File: src/rtl/cyc_tmr_pkg.sv
package cyc_tmr_pkg;
   localparam int SEC_W   = 7;
   localparam int CYC_W   = 13;
   localparam int OFF_W   = 12;
   localparam int WORD_W  = SEC_W + CYC_W + OFF_W;
   localparam int MATCH_W = 2 + CYC_W;

   typedef struct packed {
      logic [SEC_W-1:0] sec;
      logic [CYC_W-1:0] cyc;
      logic [OFF_W-1:0] off;
   } ctime_t;
endpackage

File: src/rtl/cyc_tmr_count.sv
module cyc_tmr_count
   import cyc_tmr_pkg::*;
#(
   parameter int OFF_LIMIT  = 3072,
   parameter int CYC_LIMIT  = 8000,
   parameter bit EXT_SRC_EN = 1'b1
) (
   input  logic   clk,
   input  logic   rst_n,
   input  logic   tick,
   input  logic   en,
   input  logic   src_ext,
   input  logic   strobe,
   input  logic   ld,
   input  ctime_t ld_val,
   output ctime_t now,
   output logic   roll
);
   localparam logic [OFF_W-1:0] OFF_LAST = OFF_W'(OFF_LIMIT - 1);
   localparam logic [OFF_W-1:0] OFF_SAT  = {OFF_W{1'b1}};
   localparam logic [CYC_W-1:0] CYC_LAST = CYC_W'(CYC_LIMIT - 1);

   logic   use_ext;
   logic   roll_int;
   logic   roll_ext;
   ctime_t nxt;

   generate
      if (EXT_SRC_EN) begin : g_ext
         assign use_ext  = src_ext;
         assign roll_ext = en & strobe & src_ext;
      end else begin : g_int_only
         assign use_ext  = 1'b0;
         assign roll_ext = 1'b0;
      end
   endgenerate

   assign roll_int = en & tick & ~use_ext & (now.off >= OFF_LAST);
   assign roll     = (roll_int | roll_ext) & ~ld;

   always_comb begin
      nxt = now;
      if (ld) begin
         nxt = ld_val;
      end else if (roll) begin
         nxt.off = '0;
         if (now.cyc >= CYC_LAST) begin
            nxt.cyc = '0;
            nxt.sec = now.sec + 1'b1;
         end else begin
            nxt.cyc = now.cyc + 1'b1;
         end
      end else if (en && tick && (now.off != OFF_SAT)) begin
         nxt.off = now.off + 1'b1;
      end
   end

   always_ff @(posedge clk or negedge rst_n) begin
      if (!rst_n) now <= '0;
      else        now <= nxt;
   end
endmodule

File: src/rtl/cyc_tmr_mstr.sv
module cyc_tmr_mstr #(
   parameter int OFF_LIMIT = 3072
) (
   input  logic clk,
   input  logic rst_n,
   input  logic tick,
   input  logic root,
   input  logic roll,
   input  logic m_set,
   input  logic m_clr,
   input  logic tl_clr,
   output logic master,
   output logic too_long,
   output logic cs_req
);
   localparam int WD_W = $clog2(OFF_LIMIT + 1);
   localparam logic [WD_W-1:0] WD_TOP = WD_W'(OFF_LIMIT);

   logic [WD_W-1:0] wd;
   logic            watch;
   logic            tl_hit;

   assign watch  = master & root;
   assign tl_hit = watch & tick & ~roll & (wd == WD_TOP);

   always_ff @(posedge clk or negedge rst_n) begin
      if (!rst_n) begin
         wd <= '0;
      end else if (!watch || roll) begin
         wd <= '0;
      end else if (tick && (wd != WD_TOP)) begin
         wd <= wd + 1'b1;
      end
   end

   always_ff @(posedge clk or negedge rst_n) begin
      if (!rst_n) begin
         too_long <= 1'b0;
         master   <= 1'b0;
         cs_req   <= 1'b0;
      end else begin
         cs_req <= roll & master & root;
         if (tl_hit)      too_long <= 1'b1;
         else if (tl_clr) too_long <= 1'b0;
         if (tl_hit || m_clr)         master <= 1'b0;
         else if (m_set && !too_long) master <= 1'b1;
      end
   end
endmodule

File: src/rtl/cyc_timer_ctl.sv
module cyc_timer_ctl
   import cyc_tmr_pkg::*;
#(
   parameter int OFF_LIMIT  = 3072,
   parameter int CYC_LIMIT  = 8000,
   parameter bit EXT_SRC_EN = 1'b1
) (
   input  logic               clk,
   input  logic               rst_n,
   input  logic               tick_en,
   input  logic               src_ext,
   input  logic               count_en,
   input  logic               mstr_set,
   input  logic               mstr_clr,
   input  logic               tl_clr,
   input  logic               phy_root,
   input  logic               cyc_strobe,
   input  logic               rx_cs_vld,
   input  logic [WORD_W-1:0]  rx_cs_time,
   input  logic               sw_wr,
   input  logic [WORD_W-1:0]  sw_wdata,
   output logic [WORD_W-1:0]  timer_word,
   output logic [MATCH_W-1:0] cycle_match,
   output logic               cs_req,
   output logic               master_on,
   output logic               too_long
);
   generate
      if (OFF_LIMIT < 2 || OFF_LIMIT > (1 << OFF_W)) begin : g_bad_off
         $error("OFF_LIMIT out of range for offset field");
      end
      if (CYC_LIMIT < 2 || CYC_LIMIT > (1 << CYC_W)) begin : g_bad_cyc
         $error("CYC_LIMIT out of range for cycle field");
      end
   endgenerate

   ctime_t now;
   ctime_t ld_val;
   logic   ld;
   logic   roll;

   assign ld     = sw_wr | (rx_cs_vld & ~master_on);
   assign ld_val = sw_wr ? ctime_t'(sw_wdata) : ctime_t'(rx_cs_time);

   cyc_tmr_count #(
      .OFF_LIMIT (OFF_LIMIT),
      .CYC_LIMIT (CYC_LIMIT),
      .EXT_SRC_EN(EXT_SRC_EN)
   ) u_count (
      .clk    (clk),
      .rst_n  (rst_n),
      .tick   (tick_en),
      .en     (count_en),
      .src_ext(src_ext),
      .strobe (cyc_strobe),
      .ld     (ld),
      .ld_val (ld_val),
      .now    (now),
      .roll   (roll)
   );

   cyc_tmr_mstr #(
      .OFF_LIMIT(OFF_LIMIT)
   ) u_mstr (
      .clk     (clk),
      .rst_n   (rst_n),
      .tick    (tick_en),
      .root    (phy_root),
      .roll    (roll),
      .m_set   (mstr_set),
      .m_clr   (mstr_clr),
      .tl_clr  (tl_clr),
      .master  (master_on),
      .too_long(too_long),
      .cs_req  (cs_req)
   );

   assign timer_word  = now;
   assign cycle_match = {now.sec[1:0], now.cyc};
endmodule

File: config.mk
export PLATFORM = sky130hd
export DESIGN_NAME = cyc_timer_ctl
export DESIGN_NICKNAME = d
export VERILOG_FILES = /design/src/rtl/cyc_tmr_pkg.sv /design/src/rtl/cyc_tmr_count.sv /design/src/rtl/cyc_tmr_mstr.sv /design/src/rtl/cyc_timer_ctl.sv
export SDC_FILE = /design/constraint.sdc
export NUM_CORES = 1
export LEC_CHECK = 0
export CAP_MARGIN = 30
export CORE_ASPECT_RATIO = 1.5
export CORE_MARGIN = 5
export CORE_UTILIZATION = 46
export DETAILED_ROUTE_END_ITERATION = 7
export GPL_TIMING_DRIVEN = 0
export PLACE_DENSITY_LB_ADDON = 0.2
export SLEW_MARGIN = 10
export SYNTH_ARGS = -nofsm -noshare
export SYNTH_HDL_FRONTEND = slang
export SYNTH_HIERARCHICAL = 1
export SYNTH_SLANG_ARGS = --single-unit
File: constraint.sdc
create_clock -name clk -period 2.9 [get_ports clk]
set_input_delay 0.435 -clock clk [delete_from_list [all_inputs] [get_ports clk]]
set_output_delay 0.435 -clock clk [all_outputs]
set_load 0.005 [all_outputs]
==> After elaboration in Yosys (flattened, before gate mapping) <==
Cells that the tools add are included.
{ "word_totals": {"ram_bits": 0, "output_inout_bits": 50, "romBits": 0, "reg_bits": 47, "latch_bits": 0, "memories": 0} }
{ "op_classes": {"n_eq_ne": 3, "mux": 13, "shift": 0, "n_mul": 0, "div_mod_pow": 0, "n_reduce_logical": 15, "order_cmp": 2, "bitwise_logic": 19, "add_sub_neg": 4} }
{ "op_table": {"columns": ["op", "n"], "rows": [
  ["$mux 32", 2],
  ["$mux 12", 4],
  ["$add 12x1->12 const B", 2],
  ["$ne 12x12->1 const B", 2],
  ["$mux 20", 1],
  ["$add 13x1->13 const B", 1],
  ["$and 1x1->1", 13],
  ["$ge 13x13->1 const B", 1],
  ["$mux 13", 1],
  ["$eq 12x12->1 const B", 1],
  ["$ge 12x12->1 const B", 1],
  ["$reduce_bool 2->1", 5],
  ["$add 7x1->7 const B", 1],
  ["$mux 7", 1],
  ["$logic_and 1x1->1", 4],
  ["$mux 1", 4],
  ["$not 1->1", 4],
  ["$reduce_bool 3->1", 1],
  ["$logic_not 1->1", 2],
  ["$logic_or 1x1->1", 2],
  ["$or 1x1->1", 2],
  ["$reduce_and 2->1", 1]
]} }

==> Logic depth before layout (Yosys ltp) <==
Gate-level depths: netlist of run 1.
{ "logic_depth": {"ltp_word": 10, "mapped_depth": 10, "mapped_depth_nobuf": 8} }

==> By module <==
Netlist of run 1, hierarchy kept.
{ "by_module_without_submodules": {"columns": ["mod", "seq_area_each_um2", "cells_per_inst", "area_per_inst_um2", "n_inst"], "rows": [
  ["cyc_tmr_count", 800.8, 237, 2026.9, 1],
  ["cyc_tmr_mstr", 375.4, 80, 798.3, 1],
  ["cyc_timer_ctl", 0.0, 53, 664.4, 1]
]} }

==> Worst setup path after synthesis of run 1 <==
No wires, ideal clock.
{ "synth_timing": {"path_kind": "input to register", "start": "in sw_wr", "end": "reg u_mstr.wd[1]", "required_ps": 2799, "setup_slack_ps": 536, "t_arrival_ps": 2263, "stages": 9, "path_cell_list": "buf_6 -> buf_12 -> a21o_1 -> clkbuf_1 -> clkbuf_1 -> clkbuf_1 -> nor2_1 -> or4b_1 -> o32ai_1"} }
{ "synth_between": {"elab_chain_cells": 5, "elab_cells_between_ends": 6, "classes_between": "mux: 1; bitwise: 3; reduce/logical: 2"} }
{ "synth_lines": {"columns": ["item", "line", "rtl"], "rows": [
  ["start, declared", "cyc_timer_ctl.sv:20", "input logic sw_wr,"],
  ["$or 1x1->1 *", "cyc_timer_ctl.sv:42", "assign ld = sw_wr | (rx_cs_vld & ~master_on);"],
  ["via ld", "cyc_timer_ctl.sv:39", "logic ld;"],
  ["$not 1->1 *", "cyc_tmr_count.sv:39", "assign roll = (roll_int | roll_ext) & ~ld;"],
  ["$and 1x1->1 *", "cyc_tmr_count.sv:39", null],
  ["via roll", "cyc_timer_ctl.sv:40", "logic roll;"],
  ["$logic_or 1x1->1 *", "cyc_tmr_mstr.sv:29", "end else if (!watch || roll) begin"],
  ["$mux 12 or $reduce_bool 2->1 (tied branches)", null, null],
  ["end signal, assigned", "cyc_tmr_mstr.sv:32", "wd <= wd + 1'b1;"],
  ["end, declared", "cyc_tmr_mstr.sv:19", "logic [WD_W-1:0] wd;"]
]} }
Mark *: on every way through the listed nets, which the timed path passes. The rest lies on a longest branch.
A chain may end at the register's enable or synchronous reset.

==> Worst setup path in the final report of run 1 <==
{ "layout_timing": {"start": "in tick_en", "end": "reg u_mstr.wd[8]"} }
{ "layout_between": {"elab_chain_cells": 7, "elab_cells_between_ends": 9, "classes_between": "mux: 1; bitwise: 5; reduce/logical: 3"} }
{ "layout_lines": {"columns": ["item", "line", "rtl"], "rows": [
  ["start, declared", "cyc_timer_ctl.sv:10", "input logic tick_en,"],
  ["$and 1x1->1 * (3 in series)", "cyc_tmr_count.sv:38", "assign roll_int = en & tick & ~use_ext & (now.off >= OFF_LAST);"],
  ["$or 1x1->1 *", "cyc_tmr_count.sv:39", null],
  ["$and 1x1->1 *", "cyc_tmr_count.sv:39", null],
  ["via roll", "cyc_timer_ctl.sv:40", null],
  ["$logic_or 1x1->1 *", "cyc_tmr_mstr.sv:29", null],
  ["$mux 12 or $reduce_bool 2->1 (tied branches)", null, null]
]} }
Marks and branches as above.

==> impl_metrics.json, run 1 <==
{
  "clkSinkCount": 47,
  "vias_per_cell": 5.63,
  "critPathLaunchType": "input port",
  "required_ns": 3.06,
  "port-buffer-count": 124,
  "final_core_utilization_pct": 67.0,
  "grt_pass1_wl_mm": 16.5,
  "yosysMostFrequentCell": "dfrtp_1",
  "die_w_um": 81.1,
  "synthDominantCellAreaShare_pct": 33.7,
  "status": "complete, no violations",
  "first_iter_violations": 258,
  "ys_ff_latch": 47,
  "path_clk_slew_ns": 0.06,
  "fin_nets": 583,
  "post-route-drc-count": 0,
  "htree_levels": 2,
  "synth_edf_count": 0,
  "ant_nets": 0,
  "ios": 126,
  "max_freq_mhz": 375,
  "regToRegStartpoint": "u_count/now[0]$_DFFE_PN0P_",
  "cts_max_path_buffers": 2,
  "period_needed_ns": 2.66,
  "finalSetupTns_ns": 0,
  "ff2ff_path_depth": 9,
  "cts_root_buf": "clkbuf_16",
  "die_h_um": 117,
  "num_rows": 39,
  "yosys-top-cells-area": "dfrtp_1 34%, mux2_4 12%, nand2_1 4.5%",
  "placed_area_um2": 4870,
  "syn_avg_cell_area_um2": 9.43,
  "synth_top_cells_by_count": "47 x dfrtp_1, 42 x nand2_1, 29 x mux2_4",
  "synth.largest_area_cell": "dfrtp_1",
  "yosysSeqAreaShare_pct": 33.7,
  "crit_arrival_ns": 2.83,
  "crit_top_cell": "nor2_1",
  "total_power_mw": 2.03,
  "core_um2": 7510,
  "grt_max_degree": 29,
  "slew_viol_final": 0,
  "drtPass1Iterations": 7,
  "synth_flop_cell": "dfrtp_1",
  "cpPeakStageDelay_ns": 0.60,
  "maxCapViolations": 0,
  "layout-drive-gt1-share_pct": 16.5,
  "max_slew_margin_pct": 55.3,
  "syn_inst": 370,
  "p_per_area_nw_per_um2": 403,
  "syn-num-nets": 451,
  "cp_cell_sequence": "clkdlybuf4s50_1 -> nand4_2 -> nor4_4 -> nor2_2 -> clkbuf_1 -> nor2_1 -> or2_2 -> clkbuf_2 -> nor2_1",
  "syn-cell-area_um2": 3490,
  "routed_wl_mm": 10.4,
  "power.static_leakage_nw": 2.04,
  "die_area_um2": 9460,
  "finalSetupViolCount": 0,
  "path_class": "in2reg",
  "fin_crit_sh_pct": 91.9,
  "hold_viol": 0,
  "hp-class": "in2async",
  "rsz0062_at_grt": "false",
  "post_cts_buffers": 0,
  "ir_worst_vdd_v": 0.000212,
  "grtUsageTotal_pct": 22.6,
  "initial_core_util_pct": 46.4,
  "cts_tree": "yes",
  "endpoint": "u_mstr/wd[8]$_DFFE_PN0P_",
  "reg2reg_to": "u_mstr/wd[8]$_DFFE_PN0P_",
  "startpoint": "tick_en",
  "critPathCaptureType": "flop",
  "vias": 3408,
  "place_congestion": 0.871,
  "grt_pass1_vias": 3427,
  "cts_made_buffers": 5,
  "yosysWarningCount": 6,
  "clock_latency_ns": 0.28,
  "fillerInstances": 656,
  "critPathSlowestCell": "clkdlybuf4s50_1",
  "stdcell_area_um2": 5040,
  "n_antenna_cell": 0,
  "wl_per_cell_um": 17.1,
  "path_max_fanout": 10,
  "grt.overflow.total": 0,
  "ys_async_sr_fraction_pct": 100,
  "rrSetupSlack_ns": 0.33,
  "clock_skew_ns": 0.00520,
  "hpwl_mm": 8.16,
  "area_delta_synth_final_pct": 44.4,
  "tightest_slew_ns": 0.670,
  "synth_cell_types": 60,
  "antenna_found_initial": 0
}
-- layer usage --
metal	GRT usage (%)	part of all wire, %	vias up
li1	-	-	1608
met1	24.4	36	1656
met2	43.2	56	126
met3	3.78	5.6	18
met4	7.89	2.0	0
met5	0	0	-
-- how the worst min path moves through the flow --
stage | endpoint | slack, ns | cells after the start
after floorplan | u_count/now[0]$_DFFE_PN0P_ | 0.14 | 0
after global placement | u_count/now[31]$_DFFE_PN0P_ | 0.52 | 2
after detailed placement | u_mstr/wd[3]$_DFFE_PN0P_ | 0.44 | 1
after CTS | u_count/now[4]$_DFFE_PN0P_ | 0.13 | 1
after global routing | u_count/now[4]$_DFFE_PN0P_ | 0.14 | 1
final | u_count/now[4]$_DFFE_PN0P_ | 0.12 | 1
-- area by class of cell --
| type | instances | area (µm²) | share of cell area [%] |
|---|---|---|---|
| repair buffers | 125 | 1260 | 24.9 |
| plain buffers | 33 | 246 | 4.89 |
| flip-flops and latches | 47 | 1180 | 23.3 |
| inverters | 11 | 41.3 | 0.820 |
| well taps | 102 | 128 | 2.53 |
| clock buffers | 8 | 156 | 3.10 |
| multi-input cells | 279 | 2030 | 40.4 |
-- metrics by stage --
step / hold slack, ns / worst slack, ns / cells
2_1_floorplan: 0.139 / 0.536 / 370
3_3_place_gp: 0.522 / -0.340 / 596
3_5_place_dp: 0.436 / -0.371 / 597
4_1_cts: 0.134 / 0.00272 / 605
5_1_grt: 0.142 / 0.0141 / 605
6_report: 0.116 / 0.236 / 605
-- flip-flops by register name (all words and copies together) (netlist names) --
name and flops:
u_mstr/too_long 1, u_mstr/wd 12, u_mstr/master 1, u_count/now 32, u_mstr/cs_req 1
-- layout by cell type, fill, tap and decap left out, types with 3 or more instances in the layout --
cell type and instances:
a21oi_1 14, a31oi_1 8, a32oi_1 3, and2_1 4
and3_1 6, buf_12 4, buf_2 3, buf_4 16
clkbuf_1 9, clkbuf_16 5, clkbuf_2 3, clkdlybuf4s50_1 123
dfrtp_1 47, ha_1 5, inv_1 10, mux2_2 3
mux2_4 29, nand2_1 42, nand3_1 13, nand3_2 3
nand4_1 11, nor2_1 26, nor3_1 11, nor4_2 4
o2111ai_1 3, o21ai_0 19, o31ai_1 8, or3_1 3
or4_1 5, xnor2_1 9, xor2_1 11
-- worst max-delay path: cells and delay by family --
| family | cells | cell delay (ns) |
|---|---|---|
| buffers and inverters | 3 | 1.10 |
| and+or+nand+nor | 6 | 1.28 |
-- cells by family after synthesis --
logic type	count (synthesis)	share of synthesized area, %
AO/OA/AOI/OAI	75	14.5
XOR/XNOR	20	5.02
adder cells (fa/ha/maj)	5	1.79
buffers and inverters	44	8.14
flip-flops	47	33.7
multiplexers	34	14.0
AND/OR/NAND/NOR	145	22.9
-- where the power goes --
group / switching, mW / internal [mW] / total (mW)
logic: 0.230 / 0.393 / 0.623
registers: 0.0959 / 0.712 / 0.808
clock network: 0.233 / 0.367 / 0.600
-- what timing repair did --
item | CTS | global route
hold buffers | 0 | 0
endpoints found under the setup margin | 11 | 11
resized for setup | 1 | 5
Note: power is estimated with default switching activity, not from simulation.
==> inputs of run 2 (changes only) <==
Settings changed: CELL_PAD_IN_SITES_DETAIL_PLACEMENT from default to 0, CELL_PAD_IN_SITES_GLOBAL_PLACEMENT from default to 1, CORE_MARGIN 5 to default, CORE_UTILIZATION 46 to 34.
==> impl_metrics.json, run 2 (synthesis gave the netlist of run 1 again) <==
{
  "num_rows": 44,
  "cts_max_path_buffers": 2,
  "hold-worst-slack_ns": 0.103,
  "ff2ff_path_depth": 9,
  "htree_levels": 2,
  "critPathCaptureType": "flop",
  "max_slew_margin_pct": 55.8,
  "required_ns": 3.07,
  "critPathLaunchType": "input port",
  "n_antenna_cell": 0,
  "path_class": "in2reg",
  "grt_pass1_vias": 3391,
  "mostFrequentLayoutCells": "123 x clkdlybuf4s50_1, 47 x dfrtp_1, 42 x nand2_1",
  "pre_cts_slack_ns": -0.524,
  "clock_latency_ns": 0.29,
  "finalSetupViolCount": 0,
  "max_freq_mhz": 375,
  "core_um2": 9850,
  "hpwl_mm": 8.10,
  "post-route-drc-count": 9,
  "reg2reg_to": "u_mstr/wd[1]$_DFFE_PN0P_",
  "hp-class": "in2async",
  "reg.largest.list": "u_count/now: 32 flops, u_mstr/wd: 12 flops",
  "hold_viol": 0,
  "ir_worst_vdd_v": 0.000199,
  "hold_buffers": 0,
  "initial_core_util_pct": 35.4,
  "ant_nets": 0,
  "grt_pass1_wl_mm": 16.9,
  "antenna_found_initial": 0,
  "die_h_um": 126,
  "violations": "design-rule violations",
  "vias_per_cell": 5.35,
  "routed_wl_mm": 10.6,
  "path_max_fanout": 10,
  "grt.overflow.total": 0,
  "regToRegStartpoint": "u_count/now[0]$_DFFE_PN0P_",
  "clock_skew_ns": 0.00427,
  "first_iter_violations": 198,
  "area_delta_synth_final_pct": 45.6,
  "clkSinkCount": 47,
  "grtUsageTotal_pct": 20.1,
  "tightest_slew_ns": 0.663,
  "cts_made_buffers": 5,
  "drtPass1Iterations": 7,
  "final_common_cell": "clkdlybuf4s50_1",
  "place_congestion": 0.813,
  "wl_per_cell_um": 17.1,
  "vias": 3314,
  "fin_crit_sh_pct": 91.9,
  "cts_root_buf": "clkbuf_16",
  "crit_arrival_ns": 2.84,
  "path_clk_slew_ns": 0.07,
  "regMostFlops": "u_count/now",
  "slew_viol_final": 0,
  "p_per_area_nw_per_um2": 415,
  "power.static_leakage_nw": 2.06,
  "rsz0062_at_grt": "false",
  "setup_ws_ns": 0.235,
  "period_needed_ns": 2.67,
  "layout-drive-gt1-share_pct": 17.1,
  "ios": 126,
  "die_area_um2": 10700,
  "fin_nets": 584,
  "rrSetupSlack_ns": 0.30,
  "maxCapViolations": 0,
  "cts_tree": "yes",
  "port-buffer-count": 124,
  "final_core_utilization_pct": 51.5,
  "die_w_um": 84.7,
  "status": "finished with violations",
  "largest_reg_flops": 32,
  "grt_max_degree": 29
}
-- run 2: layout make-up --
class,count,area (µm²)
plain buffers,33,248
clock buffers,6,139
clock inverters,2,35.0
fillers,943,4770
inverters,11,41.3
multi-input cells,279,2030
flip-flops and latches,47,1180
well taps,115,144
repair buffers,126,1260
-- run 2: layer usage --
| metal | routed length [µm] | vias up | global-route usage [%] |
|---|---|---|---|
| li1 | - | 1606 | - |
| met1 | 4190 | 1600 | 23.3 |
| met2 | 5710 | 99 | 38.2 |
| met3 | 541 | 9 | 2.56 |
| met4 | 140 | 0 | 5.68 |
| met5 | 0 | - | 0 |
-- run 2: worst max path at each step --
stage	cells after the start	end	slack, ns	from
2_1_floorplan	9	u_mstr/wd[1]$_DFFE_PN0P_	0.54	sw_wr
3_3_place_gp	9	u_mstr/wd[5]$_DFFE_PN0P_	-0.53	rx_cs_vld
3_5_place_dp	9	u_mstr/wd[5]$_DFFE_PN0P_	-0.52	rx_cs_vld
4_1_cts	9	u_mstr/wd[5]$_DFFE_PN0P_	0.004	rx_cs_vld
5_1_grt	8	u_mstr/wd[1]$_DFFE_PN0P_	0.09	rx_cs_vld
6_report	8	u_mstr/wd[1]$_DFFE_PN0P_	0.23	rx_cs_vld
-- run 2: through the flow --
step | area [µm²] | cells | setup TNS [ns] | total power [mW]
floorplan | 3490 | 370 | 0 | 1.08
global placement | 4870 | 609 | -9.42 | 1.43
detailed placement | 4890 | 610 | -5.89 | 1.45
CTS | 5070 | 618 | 0 | 2.13
global route | 5080 | 619 | 0 | 2.21
finish | 5080 | 619 | 0 | 2.11
-- run 2: what timing repair did --
action,CTS,global route
cloned,0,0
endpoints found under the setup margin,11,11
gates resized for setup,2,6
buffers inserted,0,1
pin swaps,0,1
-- run 2: report_power, final --
part | switching [mW] | leakage (nW) | internal, mW
combinational | 0.229 | 1.39 | 0.393
clock | 0.250 | 0.0868 | 0.429
sequential | 0.0962 | 0.587 | 0.712
total | 0.575 | 2.06 | 1.53
-- run 2: worst max-delay path: stages --
cell	delay [ns]
clkdlybuf4s50_1	0.46
a21o_1	0.10
clkbuf_1	0.34
clkbuf_2	0.32
clkbuf_2	0.33
nor2_1	0.14
or4b_1	0.54
o32ai_1	0.17
==> inputs of run 3 (changes only) <==
Settings changed: CELL_PAD_IN_SITES_DETAIL_PLACEMENT 0 to 1, SKIP_CTS_REPAIR_TIMING from default to 1.
==> impl_metrics.json, run 3 (synthesis gave the netlist of run 1 again) <==
{
  "status": "finished with violations",
  "violations": "design-rule violations",
  "grt.overflow.total": 0,
  "regMostFlops": "u_count/now",
  "place_congestion": 0.813,
  "critPathLaunchType": "input port",
  "rsz0062_at_grt": "false",
  "clock_skew_ns": 0.00662,
  "cts_tree": "yes",
  "clock_latency_ns": 0.29,
  "num_rows": 44,
  "crit_arrival_ns": 2.95,
  "clkSinkCount": 47,
  "p_per_area_nw_per_um2": 433,
  "crit_buf_inv": 5,
  "hold-worst-slack_ns": 0.0974,
  "port-buffer-count": 124,
  "period_needed_ns": 2.73,
  "routed_wl_mm": 11.6,
  "pre_cts_slack_ns": -0.598,
  "reg.largest.list": "u_count/now: 32 flops, u_mstr/wd: 12 flops",
  "initial_core_util_pct": 35.4,
  "slew_viol_final": 0,
  "grt_pass1_wl_mm": 18.7,
  "path_max_fanout": 10,
  "path_clk_slew_ns": 0.07,
  "setup_ws_ns": 0.169,
  "grt_max_degree": 29,
  "crit_top_cell": "clkbuf_2",
  "critPathSlowestCell": "clkdlybuf4s50_1",
  "ant_nets": 0,
  "vias": 3439,
  "die_area_um2": 10700,
  "maxCapViolations": 0,
  "cts_root_buf": "clkbuf_16",
  "htree_levels": 2,
  "hpwl_mm": 8.89,
  "fin_crit_sh_pct": 94.2,
  "max_slew_margin_pct": 58.4,
  "critical-path-top-delay-family": "buffers and inverters",
  "regToRegStartpoint": "u_mstr/master$_DFFE_PN0P_",
  "fin_nets": 583,
  "area_delta_synth_final_pct": 45.9,
  "drtPass1Iterations": 8,
  "path_class": "in2reg",
  "hold_viol": 0,
  "max_freq_mhz": 366,
  "tightest_slew_ns": 0.624,
  "cp_cell_sequence": "clkdlybuf4s50_1 -> a21o_1 -> clkbuf_1 -> clkbuf_2 -> clkbuf_2 -> nor2_1 -> or2_2 -> clkbuf_2 -> a21oi_1",
  "die_h_um": 126,
  "ios": 126,
  "startpoint": "rx_cs_vld",
  "die_w_um": 84.7,
  "n_antenna_cell": 0,
  "ir_worst_vdd_v": 0.000236,
  "cpPeakStageDelay_ns": 0.47,
  "core_um2": 9850,
  "largest_reg_flops": 32,
  "grtUsageTotal_pct": 22.4,
  "cts_made_buffers": 5,
  "hp-class": "in2async",
  "first_iter_violations": 181,
  "mostFrequentLayoutCells": "123 x clkdlybuf4s50_1, 47 x dfrtp_1, 42 x nand2_1",
  "required_ns": 3.12,
  "layout-drive-gt1-share_pct": 16.7,
  "grt_pass1_vias": 3743,
  "wl_per_cell_um": 18.7,
  "power.static_leakage_nw": 2.06,
  "vias_per_cell": 5.56,
  "final_core_utilization_pct": 51.7,
  "final_common_cell": "clkdlybuf4s50_1",
  "critPathCaptureType": "flop",
  "finalSetupViolCount": 0,
  "antenna_found_initial": 0,
  "post-route-drc-count": 8,
  "cts_max_path_buffers": 2
}
==> run 3: changes by cell type in the layout (fill, tap and decap cells not counted) <==
cell / before / now
bufinv_16: 1 / 2
clkbuf_1: 7 / 8
clkinvlp_4: 0 / 1
buf_4: 17 / 16
clkbuf_8: 1 / 0
clkbuf_2: 4 / 3
clkinv_2: 1 / 0
==> run 3: area by class of cell <==
class                           count  area (µm²)
Sequential cell                    47        1180
Clock inverter                      3        67.6
Timing Repair Buffer              125        1260
Clock buffer                        5         125
Fill cell                        1123        4760
Tap cell                          115         144
Inverter                           11        41.3
Multi-Input combinational cell    279        2030
Buffer                             33         246
==> run 3: worst reg2reg max path, cell delays in order, from the launching register on <==
cell and delay [ns]:
dfrtp_1 0.43, inv_1 0.10, a21o_1 0.11, clkbuf_1 0.39
clkbuf_2 0.34, clkbuf_2 0.34, nor2_1 0.16, or2_2 0.36
clkbuf_2 0.21, a21oi_1 0.15
==> run 3: stage by stage <==
stage	TNS [ns]	power, mW	cell area [µm²]	cells
floorplan	0	1.08	3490	370
global placement	-9.42	1.43	4870	609
detailed placement	-6.81	1.46	4890	610
CTS	-2.82	2.23	5080	618
global route	0	2.31	5090	618
finish	0	2.20	5090	618
==> run 3: final timing paths <==
| kind | end | slack (ns) | cells past startpoint |
|---|---|---|---|
| min in group clk | u_mstr/too_long$_DFFE_PN0P_ | 0.56 | 2 |
| worst min register to register | u_mstr/too_long$_DFFE_PN0P_ | 0.56 | 2 |
| worst min-delay path | u_mstr/wd[5]$_DFFE_PN0P_ | 0.1 | 1 |
| worst max register to register | u_mstr/wd[5]$_DFFE_PN0P_ | 0.25 | 9 |
| worst max-delay path | u_mstr/wd[5]$_DFFE_PN0P_ | 0.17 | 9 |
| max in group asynchronous | u_count/now[15]$_DFFE_PN0P_ | 2.27 | 2 |
==> run 3: layer usage <==
metal	GRT usage, %	share of wire [%]	up-vias
met1	24.5	38	1708
li1	-	-	1608
met3	3.41	3.7	25
met4	8.37	2.5	0
met2	42.9	55	98
met5	0	0	-
==> run 3: power breakdown <==
group | switching [mW] | internal [mW] | total, mW
Combinational | 0.240 | 0.393 | 0.633
Sequential | 0.0994 | 0.711 | 0.811
Clock | 0.267 | 0.494 | 0.761
Total | 0.606 | 1.60 | 2.20
